File: config.mk
export PLATFORM = sky130hd
export DESIGN_NAME = cmdpkt_parser
export DESIGN_NICKNAME = d
export VERILOG_FILES = /design/src/rtl/cmdpkt_pkg.sv /design/src/rtl/cmdpkt_fsm.sv /design/src/rtl/cmdpkt_wr.sv /design/src/rtl/cmdpkt_parser.sv
export SDC_FILE = /design/constraint.sdc
export NUM_CORES = 1
export LEC_CHECK = 0
export BUFFER_PORTS_ARGS = -buffer_cell sky130_fd_sc_hd__buf_2
export CAP_MARGIN = 10
export CELL_PAD_IN_SITES_DETAIL_PLACEMENT = 0
export CELL_PAD_IN_SITES_GLOBAL_PLACEMENT = 2
export CORE_ASPECT_RATIO = 0.6
export CORE_MARGIN = 5
export CORE_UTILIZATION = 36
export CTS_BUF_LIST = sky130_fd_sc_hd__clkbuf_4 sky130_fd_sc_hd__clkbuf_8
export CTS_CLUSTER_SIZE = 8
export DETAILED_ROUTE_END_ITERATION = 16
export HOLD_SLACK_MARGIN = 0.08
export PLACE_DENSITY_LB_ADDON = 0.15
export SLEW_MARGIN = 10
export SYNTH_ARGS = -nofsm -noshare
export SYNTH_HDL_FRONTEND = slang
export SYNTH_SLANG_ARGS = --single-unit
export TNS_END_PERCENT = 20
File: constraint.sdc
create_clock -name clk -period 2.9 [get_ports clk]
set_input_delay 0.435 -clock clk [delete_from_list [all_inputs] [get_ports clk]]
set_output_delay 0.435 -clock clk [all_outputs]
set_load 0.05 [all_outputs]
File: src/rtl/cmdpkt_pkg.sv
package cmdpkt_pkg;

    localparam int BYTE_W = 8;

    localparam logic [BYTE_W-1:0] ID_NCAR  = 8'h01;
    localparam logic [BYTE_W-1:0] ID_MOD   = 8'h02;
    localparam logic [BYTE_W-1:0] ID_GUARD = 8'h03;
    localparam logic [BYTE_W-1:0] ID_DATA  = 8'h04;

    typedef enum logic [3:0] {
        S_ID,
        S_NC_LO,
        S_NC_HI,
        S_GD_LO,
        S_GD_HI,
        S_MOD_CNT,
        S_MOD_ADR,
        S_MOD_CFG,
        S_DAT_CNT,
        S_DAT_PAY,
        S_DROP
    } pstate_t;

    // Decoded action for the byte accepted in this cycle.
    typedef struct packed {
        logic                  ncar;
        logic                  guard;
        logic                  tbl;
        logic                  bad;
        logic [2*BYTE_W-1:0]   val;
        logic [BYTE_W-1:0]     addr;
        logic [BYTE_W-1:0]     cfg;
    } pevt_t;

    function automatic logic lane_in_range(input logic [BYTE_W-1:0] base,
                                           input int lane, input int nsub);
        return (int'(base) + lane) < nsub;
    endfunction

endpackage

File: src/rtl/cmdpkt_fsm.sv
module cmdpkt_fsm
    import cmdpkt_pkg::*;
(
    input  logic              clk,
    input  logic              rst,
    input  logic              in_valid,
    input  logic [BYTE_W-1:0] in_data,
    input  logic              in_last,
    input  logic              dat_ready,
    output logic              in_ready,
    output logic              dat_valid,
    output logic [BYTE_W-1:0] dat_byte,
    output pevt_t             evt
);

    pstate_t           st_q, st_n;
    logic [BYTE_W-1:0] lo_q, lo_n;
    logic [BYTE_W-1:0] cnt_q, cnt_n;
    logic [BYTE_W-1:0] adr_q, adr_n;
    logic              acc;

    assign in_ready  = (st_q == S_DAT_PAY) ? dat_ready : 1'b1;
    assign acc       = in_valid && in_ready;
    assign dat_valid = in_valid && (st_q == S_DAT_PAY);
    assign dat_byte  = in_data;

    always_comb begin
        st_n     = st_q;
        lo_n     = lo_q;
        cnt_n    = cnt_q;
        adr_n    = adr_q;
        evt      = '0;
        evt.val  = {in_data, lo_q};
        evt.addr = adr_q;
        evt.cfg  = in_data;
        if (acc) begin
            case (st_q)
                S_ID: begin
                    case (in_data)
                        ID_NCAR:  st_n = S_NC_LO;
                        ID_MOD:   st_n = S_MOD_CNT;
                        ID_GUARD: st_n = S_GD_LO;
                        ID_DATA:  st_n = S_DAT_CNT;
                        default: begin
                            evt.bad = 1'b1;
                            st_n    = S_DROP;
                        end
                    endcase
                end
                S_NC_LO: begin
                    lo_n = in_data;
                    st_n = S_NC_HI;
                end
                S_NC_HI: begin
                    evt.ncar = 1'b1;
                    st_n     = S_ID;
                end
                S_GD_LO: begin
                    lo_n = in_data;
                    st_n = S_GD_HI;
                end
                S_GD_HI: begin
                    evt.guard = 1'b1;
                    st_n      = S_ID;
                end
                S_MOD_CNT: begin
                    cnt_n = in_data;
                    st_n  = (in_data == '0) ? S_ID : S_MOD_ADR;
                end
                S_MOD_ADR: begin
                    adr_n = in_data;
                    st_n  = S_MOD_CFG;
                end
                S_MOD_CFG: begin
                    evt.tbl = 1'b1;
                    cnt_n   = cnt_q - 1'b1;
                    st_n    = (cnt_q == 8'd1) ? S_ID : S_MOD_ADR;
                end
                S_DAT_CNT: begin
                    cnt_n = in_data;
                    st_n  = (in_data == '0) ? S_ID : S_DAT_PAY;
                end
                S_DAT_PAY: begin
                    cnt_n = cnt_q - 1'b1;
                    st_n  = (cnt_q == 8'd1) ? S_ID : S_DAT_PAY;
                end
                default: st_n = S_DROP;
            endcase
            if (in_last) begin
                st_n = S_ID;
            end
        end
    end

    always_ff @(posedge clk) begin
        if (rst) begin
            st_q  <= S_ID;
            lo_q  <= '0;
            cnt_q <= '0;
            adr_q <= '0;
        end else begin
            st_q  <= st_n;
            lo_q  <= lo_n;
            cnt_q <= cnt_n;
            adr_q <= adr_n;
        end
    end

endmodule

File: src/rtl/cmdpkt_wr.sv
module cmdpkt_wr
    import cmdpkt_pkg::*;
#(
    parameter int NSUB   = 256,
    parameter int CFG_W  = 4,
    parameter int LANES  = 2,
    parameter int VAL_W  = 9,
    parameter int ADDR_W = 8
) (
    input  logic                   clk,
    input  logic                   rst,
    input  pevt_t                  evt,
    output logic                   ncar_we,
    output logic [VAL_W-1:0]       ncar_val,
    output logic                   guard_we,
    output logic [VAL_W-1:0]       guard_val,
    output logic [LANES-1:0]       tbl_we,
    output logic [ADDR_W-1:0]      tbl_addr,
    output logic [LANES*CFG_W-1:0] tbl_cfg,
    output logic                   bad_id
);

    logic [LANES-1:0] lane_ok;

    for (genvar k = 0; k < LANES; k++) begin : g_lane
        assign lane_ok[k] = evt.tbl && lane_in_range(evt.addr, k, NSUB);
    end

    always_ff @(posedge clk) begin
        if (rst) begin
            ncar_we   <= 1'b0;
            guard_we  <= 1'b0;
            tbl_we    <= '0;
            bad_id    <= 1'b0;
            ncar_val  <= '0;
            guard_val <= '0;
            tbl_addr  <= '0;
            tbl_cfg   <= '0;
        end else begin
            ncar_we  <= evt.ncar;
            guard_we <= evt.guard;
            tbl_we   <= lane_ok;
            bad_id   <= evt.bad;
            if (evt.ncar) begin
                ncar_val <= evt.val[VAL_W-1:0];
            end
            if (evt.guard) begin
                guard_val <= evt.val[VAL_W-1:0];
            end
            if (evt.tbl) begin
                tbl_addr <= evt.addr[ADDR_W-1:0];
                tbl_cfg  <= evt.cfg[LANES*CFG_W-1:0];
            end
        end
    end

endmodule

File: src/rtl/cmdpkt_parser.sv
module cmdpkt_parser
    import cmdpkt_pkg::*;
#(
    parameter  int NSUB   = 256,
    parameter  int CFG_W  = 4,
    localparam int LANES  = BYTE_W / CFG_W,
    localparam int VAL_W  = $clog2(NSUB + 1),
    localparam int ADDR_W = $clog2(NSUB)
) (
    input  logic                   clk,
    input  logic                   rst,
    input  logic                   in_valid,
    input  logic [BYTE_W-1:0]      in_data,
    input  logic                   in_last,
    output logic                   in_ready,
    output logic                   dat_valid,
    output logic [BYTE_W-1:0]      dat_byte,
    input  logic                   dat_ready,
    output logic                   ncar_we,
    output logic [VAL_W-1:0]       ncar_val,
    output logic                   guard_we,
    output logic [VAL_W-1:0]       guard_val,
    output logic [LANES-1:0]       tbl_we,
    output logic [ADDR_W-1:0]      tbl_addr,
    output logic [LANES*CFG_W-1:0] tbl_cfg,
    output logic                   bad_id
);

    pevt_t evt;

    cmdpkt_fsm i_fsm (
        .clk       (clk),
        .rst       (rst),
        .in_valid  (in_valid),
        .in_data   (in_data),
        .in_last   (in_last),
        .dat_ready (dat_ready),
        .in_ready  (in_ready),
        .dat_valid (dat_valid),
        .dat_byte  (dat_byte),
        .evt       (evt)
    );

    cmdpkt_wr #(
        .NSUB   (NSUB),
        .CFG_W  (CFG_W),
        .LANES  (LANES),
        .VAL_W  (VAL_W),
        .ADDR_W (ADDR_W)
    ) i_wr (
        .clk       (clk),
        .rst       (rst),
        .evt       (evt),
        .ncar_we   (ncar_we),
        .ncar_val  (ncar_val),
        .guard_we  (guard_we),
        .guard_val (guard_val),
        .tbl_we    (tbl_we),
        .tbl_addr  (tbl_addr),
        .tbl_cfg   (tbl_cfg),
        .bad_id    (bad_id)
    );

endmodule

==> flow_summary.yaml, run 1 <==
critical_path:
  crit_type: "flip-flop to output port"
  timing.critical_path.from: "i_fsm.st_q[0]"
  critPathLaunchType: "flip-flop"
  timing.rr.start: "i_fsm.st_q[3]"
  endpoint_kind: "output port"
  r2r_cells: 4
  timing.rr.end: "i_fsm.cnt_q[5]"
  critical_path_required_ns: 2.47
  crit_path_max_incr_delay_ns: 0.67
  timing.reg2reg.setup_slack_ns: 0.90
  timing.critical_path.depth: 4
  cell_with_the_largest_stage_delay_on_the_worst_path: "sky130_fd_sc_hd__dfxtp_1"
  critical_path.top_delay_family: "flip-flops"
  critical_path.n_buffers_inverters: 2
  critPathArrivalTime_ns: 1.71
  cp_max_fo: 18
  worst_path_cell_chain: "nand4bb_1 > buf_4 > nor2_1 > buf_2"
  critPathCapture: "dat_valid"
synth:
  synth.yosys.warnings: 0
  synth-xor-area-share: 0.002917
  synth-main-ff-cell: "sky130_fd_sc_hd__dfxtp_1"
  largest_family_of_logic_cells_by_synthesized_area: "simple AND/OR/NAND/NOR gates"
  synth_simple_gate_area_frac: 0.2138
  syn-cell-area_um2: 3003
  netlist_top_cells_count: "sky130_fd_sc_hd__dfxtp_1 (67), sky130_fd_sc_hd__nor2_1 (45), sky130_fd_sc_hd__nand2_1 (40), sky130_fd_sc_hd__mux2i_1 (34), sky130_fd_sc_hd__a21oi_1 (26)"
  synth_fa_ha_area_frac: 0.008333
  synthMostInstantiatedCell: "sky130_fd_sc_hd__dfxtp_1"
  postSynth.asyncResetShare: 0
  synth.yosys.seq_area_share: 0.4467
  yosys.area.top_type: "sky130_fd_sc_hd__dfxtp_1"
  synth-edff-count: 0
  synthesis.nets: 358
  post_synth_main_area_contributors: "sky130_fd_sc_hd__dfxtp_1 (45%), sky130_fd_sc_hd__mux2i_1 (11%), sky130_fd_sc_hd__nor2_1 (5.6%), sky130_fd_sc_hd__nand2_1 (5.0%), sky130_fd_sc_hd__a21oi_1 (4.3%)"
  post_synthesis_instance_total: 343
  postSynthRegisterBits: 67
  post-synth-top-area-fraction: 0.4467
  synth.area.mux_share: 0.1133
  ys_types: 56
  syn-mean-instance-area_um2: 8.755
  synth_compound_area_frac: 0.1513
final_layout:
  instances_no_fill: 501
  num-nets-final: 403
  antenna-diode-count: 0
  layout_area_overhead_pct: 17.37
  design_area_um2: 3525
  share_of_layout_cells_above_drive_strength_1: 0.2265
  final_core_util: 0.4402
power_and_ir_drop:
  max-vdd-ir-drop_v: 0.0002449
  seq_power_share: 0.500
  power_switching_share: 0.2579
  leakagePower_nw: 1.502
  power-per-cell-area_nw_per_um2: 537.2
  power_mw: 1.894
  total_switching_power_mw: 0.4883
  cell_internal_pwr_mw: 1.405
  power_frac_clock: 0.415
  power_frac_comb: 0.085
sta:
  max-slew-margin-rel: 0.5381
  max_clock_freq_mhz: 465.2
  finalWorstSetupSlack_ns: 0.7502
  fin_crit_sh: 0.7413
  maxSlewViolCount: 0
  worst_pin_slew_ns: 0.6928
  timing.final.hold_violations: 0
  grt_setup_unrepaired: "no"
  fin_worst_hold_slack_ns: 0.3902
  finalWorstPathRequiredPeriod_ns: 2.150
  finalClockSkew_ns: 0.006954
  setup-tns-final_ns: 0
  finalSetupViolations: 0
placement:
  weighted_congestion_at_the_end_of_routability_driven_global_placement: 0.8646
  detailed_place_hpwl_um: 5718
  placed_cells: 485
  pre_cts_ws_ns: 0.7463
  port_buffers: 61
  detailed_place.area_um2: 3327
global_routing:
  grt_max_degree: 51
  antenna_violations_before_repair: 0
  first_global_vias: 2515
  grt.total_usage: 0.1731
  grt_first_pass_wirelength_um: 13600
  remaining_overflow_grt: 0
clock_network:
  holdBufCountCts: 0
  cts-htree-levels: 3
  ctsRootBufferMaster: "sky130_fd_sc_hd__clkbuf_8"
  cts_tree: "done"
  clk_latency_ns: 0.35
  clock-sinks: 67
  post_cts.resized_instances: 0
  number_of_cts_inserted_buffers: 9
  cts_setup_buffers: 0
  cts_max_path_buffers: 2
  worst_setup_hold_path_clk_slew_ns: 0.07
detailed_routing:
  vias_per_cell: 5.172
  antenna_left: 0
  detail_route.drc_violations: 0
  dr_total_vias: 2591
  dr.first_iter.drc_count: 276
  post_drt_wl_per_cell_um: 16.62
  first_pass_iters: 4
  finalWirelength_um: 8327
worst_hold_path:
  worstHoldPathType: "input port to flip-flop"
die:
  floorplan.die_area_um2: 10330
  dieHeight_um: 80.75
  floorplan.initialDensity: 0.3750
  chipWidth_um: 127.9
  fp-row-count: 25
  core-area_um2: 8008
  io_pins: 62
run:
  cap_violations: 0
outcome:
  result_of_the_run: "completed"
-- worst min-delay path by stage --
stage | from | end | slack (ns) | cells past startpoint
after global routing | in_data[4] | i_wr.tbl_cfg[4] | 0.41 | 3
after detailed placement | i_wr.tbl_addr[3] | i_wr.tbl_addr[3] | 0.44 | 2
after CTS | in_data[7] | i_wr.tbl_cfg[7] | 0.38 | 3
final | in_data[7] | i_wr.tbl_cfg[7] | 0.39 | 3
after global placement | i_wr.tbl_cfg[2] | i_wr.tbl_cfg[2] | 0.44 | 2
after floorplan | i_fsm.adr_q[3] | i_wr.tbl_addr[3] | 0.44 | 2
-- cells by family (layout without fill, tap and decap cells) --
family                     count (synthesis)  after routing
AOI/OAI and AO/OA                         68             68
xor gates and xnor gates                   1              1
adders and majority gates                  2              2
buffers and inverters                     41             91
DFF                                       67             67
muxes                                     34             34
and+or+nand+nor                          130            130
-- worst reg2reg max path: stages, from the launching register on --
cell and delay (ns):
sky130_fd_sc_hd__dfxtp_1 0.66, sky130_fd_sc_hd__nor4bb_1 0.41, sky130_fd_sc_hd__a32o_1 0.44, sky130_fd_sc_hd__o21ai_1 0.12, sky130_fd_sc_hd__a221oi_1 0.29
-- cell type report --
type	count	area [µm²]
fillers	830	4483
multi-input cells	235	1470
flip-flops and latches	67	1341
repair buffers	67	350.3
clock buffers	12	146.4
well taps	108	135.1
clock inverters	4	51.30
inverters	8	30.03
-- power groups by stage --
stage	combinational, mW	sequential (mW)	clock [mW]
after global routing	0.177	0.949	0.852
after detailed placement	0.161	0.968	0
after floorplan	0.119	0.965	0
after global placement	0.162	0.968	0
after CTS	0.162	0.946	0.815
final	0.160	0.947	0.787
-- state kept, by name (all words and copies together) (netlist names) --
register,count
i_wr.guard_val,9
i_wr.ncar_we,1
i_fsm.lo_q,8
i_wr.guard_we,1
i_wr.tbl_addr,8
i_fsm.adr_q,8
i_fsm.cnt_q,8
i_fsm.st_q,4
i_wr.bad_id,1
i_wr.tbl_we,2
i_wr.ncar_val,9
i_wr.tbl_cfg,8
-- routing by layer --
metal / global-route usage / vias up / routed length [µm]
met5: 0 / - / 0
met4: 0.05720 / 0 / 91
met3: 0.07162 / 12 / 717
met2: 0.2276 / 91 / 3285
met1: 0.2513 / 1198 / 4232
li1: - / 1290 / -
-- placed cells by master, fill, tap and decap left out, drive strengths merged, types with 3 or more instances in the layout --
| master | count |
|---|---|
| dfxtp | 67 |
| buf | 67 |
| nor2 | 45 |
| nand2 | 40 |
| mux2i | 34 |
| a21oi | 26 |
| clkbuf | 12 |
| o21ai | 10 |
| inv | 8 |
| nand2b | 6 |
| nor3 | 6 |
| nand3 | 4 |
| nand4 | 3 |
| nor2b | 3 |
| o32ai | 3 |
| a311oi | 3 |
| a221oi | 3 |
| or2 | 3 |
(Power assumes the default switching activity.)
==> inputs of run 2 (changes only) <==
--- a/config.mk
+++ b/config.mk
@@ -11,7 +11,7 @@
 export CELL_PAD_IN_SITES_GLOBAL_PLACEMENT = 2
 export CORE_ASPECT_RATIO = 0.6
 export CORE_MARGIN = 5
-export CORE_UTILIZATION = 36
+export CORE_UTILIZATION = 30
 export CTS_BUF_LIST = sky130_fd_sc_hd__clkbuf_4 sky130_fd_sc_hd__clkbuf_8
 export CTS_CLUSTER_SIZE = 8
 export DETAILED_ROUTE_END_ITERATION = 16
==> constraint.sdc (replaced) <==
create_clock -name clk -period 1.95 [get_ports clk]
set_input_delay 0.2925 -clock clk [delete_from_list [all_inputs] [get_ports clk]]
set_output_delay 0.2925 -clock clk [all_outputs]
set_load 0.05 [all_outputs]
==> run 2 against run 1 <==
Against the previous run:
- sequential cell count unchanged
- register-to-register slack worse by 0.75 ns
- final cell count up 11%
- via count up 4.2%
- clock skew down 0.00096 ns
- design area up 7.8%
- sequential share of layout area down 2.7 points
- highest routed layer unchanged
- total power up 54%
- critical path depth unchanged
- first-iteration DRC count down 51%
- die area up 18%
- largest power group unchanged
==> flow_summary.yaml, run 2 (same netlist as run 1, synthesis figures left out) <==
outcome:
  result_of_the_run: "completed"
power_and_ir_drop:
  power_frac_clock: 0.421
  power_mw: 2.923
  leakagePower_nw: 1.653
  power-per-cell-area_nw_per_um2: 768.9
  seq_power_share: 0.479
  total_switching_power_mw: 0.7702
  cell_internal_pwr_mw: 2.153
  max-vdd-ir-drop_v: 0.0003355
  power_frac_comb: 0.100
  power_switching_share: 0.2635
sta:
  finalWorstPathRequiredPeriod_ns: 1.854
  worst_pin_slew_ns: 0.7261
  finalClockSkew_ns: 0.005999
  finalSetupViolations: 0
  timing.final.hold_violations: 0
  max-slew-margin-rel: 0.5159
  maxSlewViolCount: 0
  finalWorstSetupSlack_ns: 0.09578
  fin_crit_sh: 0.9509
  max_clock_freq_mhz: 539.3
  grt_setup_unrepaired: "no"
clock_network:
  worst_setup_hold_path_clk_slew_ns: 0.07
  cts-htree-levels: 3
  number_of_cts_inserted_buffers: 9
  holdBufCountCts: 0
  cts_max_path_buffers: 2
  ctsRootBufferMaster: "sky130_fd_sc_hd__clkbuf_8"
  cts_tree: "done"
  clk_latency_ns: 0.35
  cts_setup_buffers: 0
  clock-sinks: 67
placement:
  pre_cts_ws_ns: -0.04330
  detailed_place_hpwl_um: 6599
  port_buffers: 61
  weighted_congestion_at_the_end_of_routability_driven_global_placement: 0.8382
die:
  io_pins: 62
  core-area_um2: 9809
  dieHeight_um: 87.50
  floorplan.die_area_um2: 12180
  fp-row-count: 28
  floorplan.initialDensity: 0.3061
  chipWidth_um: 139.2
critical_path:
  endpoint_kind: "output port"
  critPathArrivalTime_ns: 1.56
  crit_type: "flip-flop to output port"
  critical_path_required_ns: 1.66
  timing.reg2reg.setup_slack_ns: 0.15
  critPathLaunchType: "flip-flop"
  cp_max_fo: 12
final_layout:
  fillerInstances: 1040
  share_of_layout_cells_above_drive_strength_1: 0.2850
  layout_common_cells: "sky130_fd_sc_hd__dfxtp_1 (64), sky130_fd_sc_hd__buf_2 (60), sky130_fd_sc_hd__nor2_1 (45)"
  final_core_util: 0.3875
  layout_area_overhead_pct: 26.58
  antenna-diode-count: 0
  mostFrequentLayoutCell: "sky130_fd_sc_hd__dfxtp_1"
  num-nets-final: 431
  largestRegisters: "i_wr.guard_val: 9 flops, i_wr.ncar_val: 9 flops"
detailed_routing:
  finalWirelength_um: 9077
  antenna_left: 0
  vias_per_cell: 4.858
  first_pass_iters: 4
  post_drt_wl_per_cell_um: 16.33
  dr.first_iter.drc_count: 134
  detail_route.drc_violations: 0
  dr_total_vias: 2701
global_routing:
  grt.total_usage: 0.1573
  grt_first_pass_wirelength_um: 14700
  grt_max_degree: 29
  first_global_vias: 2628
  remaining_overflow_grt: 0
  antenna_violations_before_repair: 0
worst_hold_path:
  worstHoldPathType: "input port to flip-flop"
run:
  cap_violations: 0
==> run 2: cell types whose count changed in the layout (fill, tap and decap cells not counted), sizes merged <==
cell,delta
inv,+1
buf,+27
==> run 2: per-stage QoR <==
stage                     hold slack, ns  instances  instance area, µm²  TNS [ns]
after detailed placement          0.4405        540                3583   -0.1285
after global placement            0.4392        540                3583  -0.06711
after global routing              0.3073        556                3801         0
after CTS                         0.2883        556                3797         0
after floorplan                   0.4273        343                3003         0
final                             0.3067        556                3801         0
==> run 2: timing repair <==
item / CTS / global route
hold endpoints to repair: 0 / 0
gates resized for setup: 2 / 2
endpoints found under the setup margin: 2 / 2
pin swaps: 0 / 0
==> run 2: final timing paths <==
kind | from | end | cells after the start
max reg2reg | i_fsm.cnt_q[0] | i_fsm.cnt_q[6] | 6
min reg2reg | i_wr.tbl_addr[1] | i_wr.tbl_addr[1] | 2
max | i_fsm.st_q[2] | in_ready | 4
min | in_last | i_fsm.st_q[0] | 3
==> run 2: final cells by class <==
class	instances	area [µm²]	area share
multi-input cells	235	1470	0.3868
flip-flops and latches	67	1345	0.3539
repair buffers	95	575.6	0.1514
well taps	135	168.9	0.04444
clock buffers	11	151.4	0.03983
clock inverters	5	60.06	0.01580
inverters	8	30.03	0.007900
==> run 2: metal layers <==
layer / wire [µm] / GRT usage / part of all wire
met1: 5012 / 0.2408 / 0.55
met2: 3246 / 0.2008 / 0.36
met3: 742 / 0.06418 / 0.082
met4: 75 / 0.03108 / 0.0083
met5: 0 / 0 / 0
==> run 2: critical path: stages (launching register included) <==
cell and delay [ns]:
sky130_fd_sc_hd__dfxtp_2 0.45, sky130_fd_sc_hd__and4bb_2 0.28, sky130_fd_sc_hd__buf_4 0.15, sky130_fd_sc_hd__nand2b_1 0.07, sky130_fd_sc_hd__buf_2 0.26
==> run 2: power groups by stage <==
stage / clock network (mW) / logic (mW) / registers (mW)
6_report: 1.23 / 0.292 / 1.40
5_1_grt: 1.34 / 0.317 / 1.40
4_1_cts: 1.27 / 0.294 / 1.40
3_5_place_dp: 0 / 0.293 / 1.43
3_3_place_gp: 0 / 0.296 / 1.43
2_1_floorplan: 0 / 0.177 / 1.43
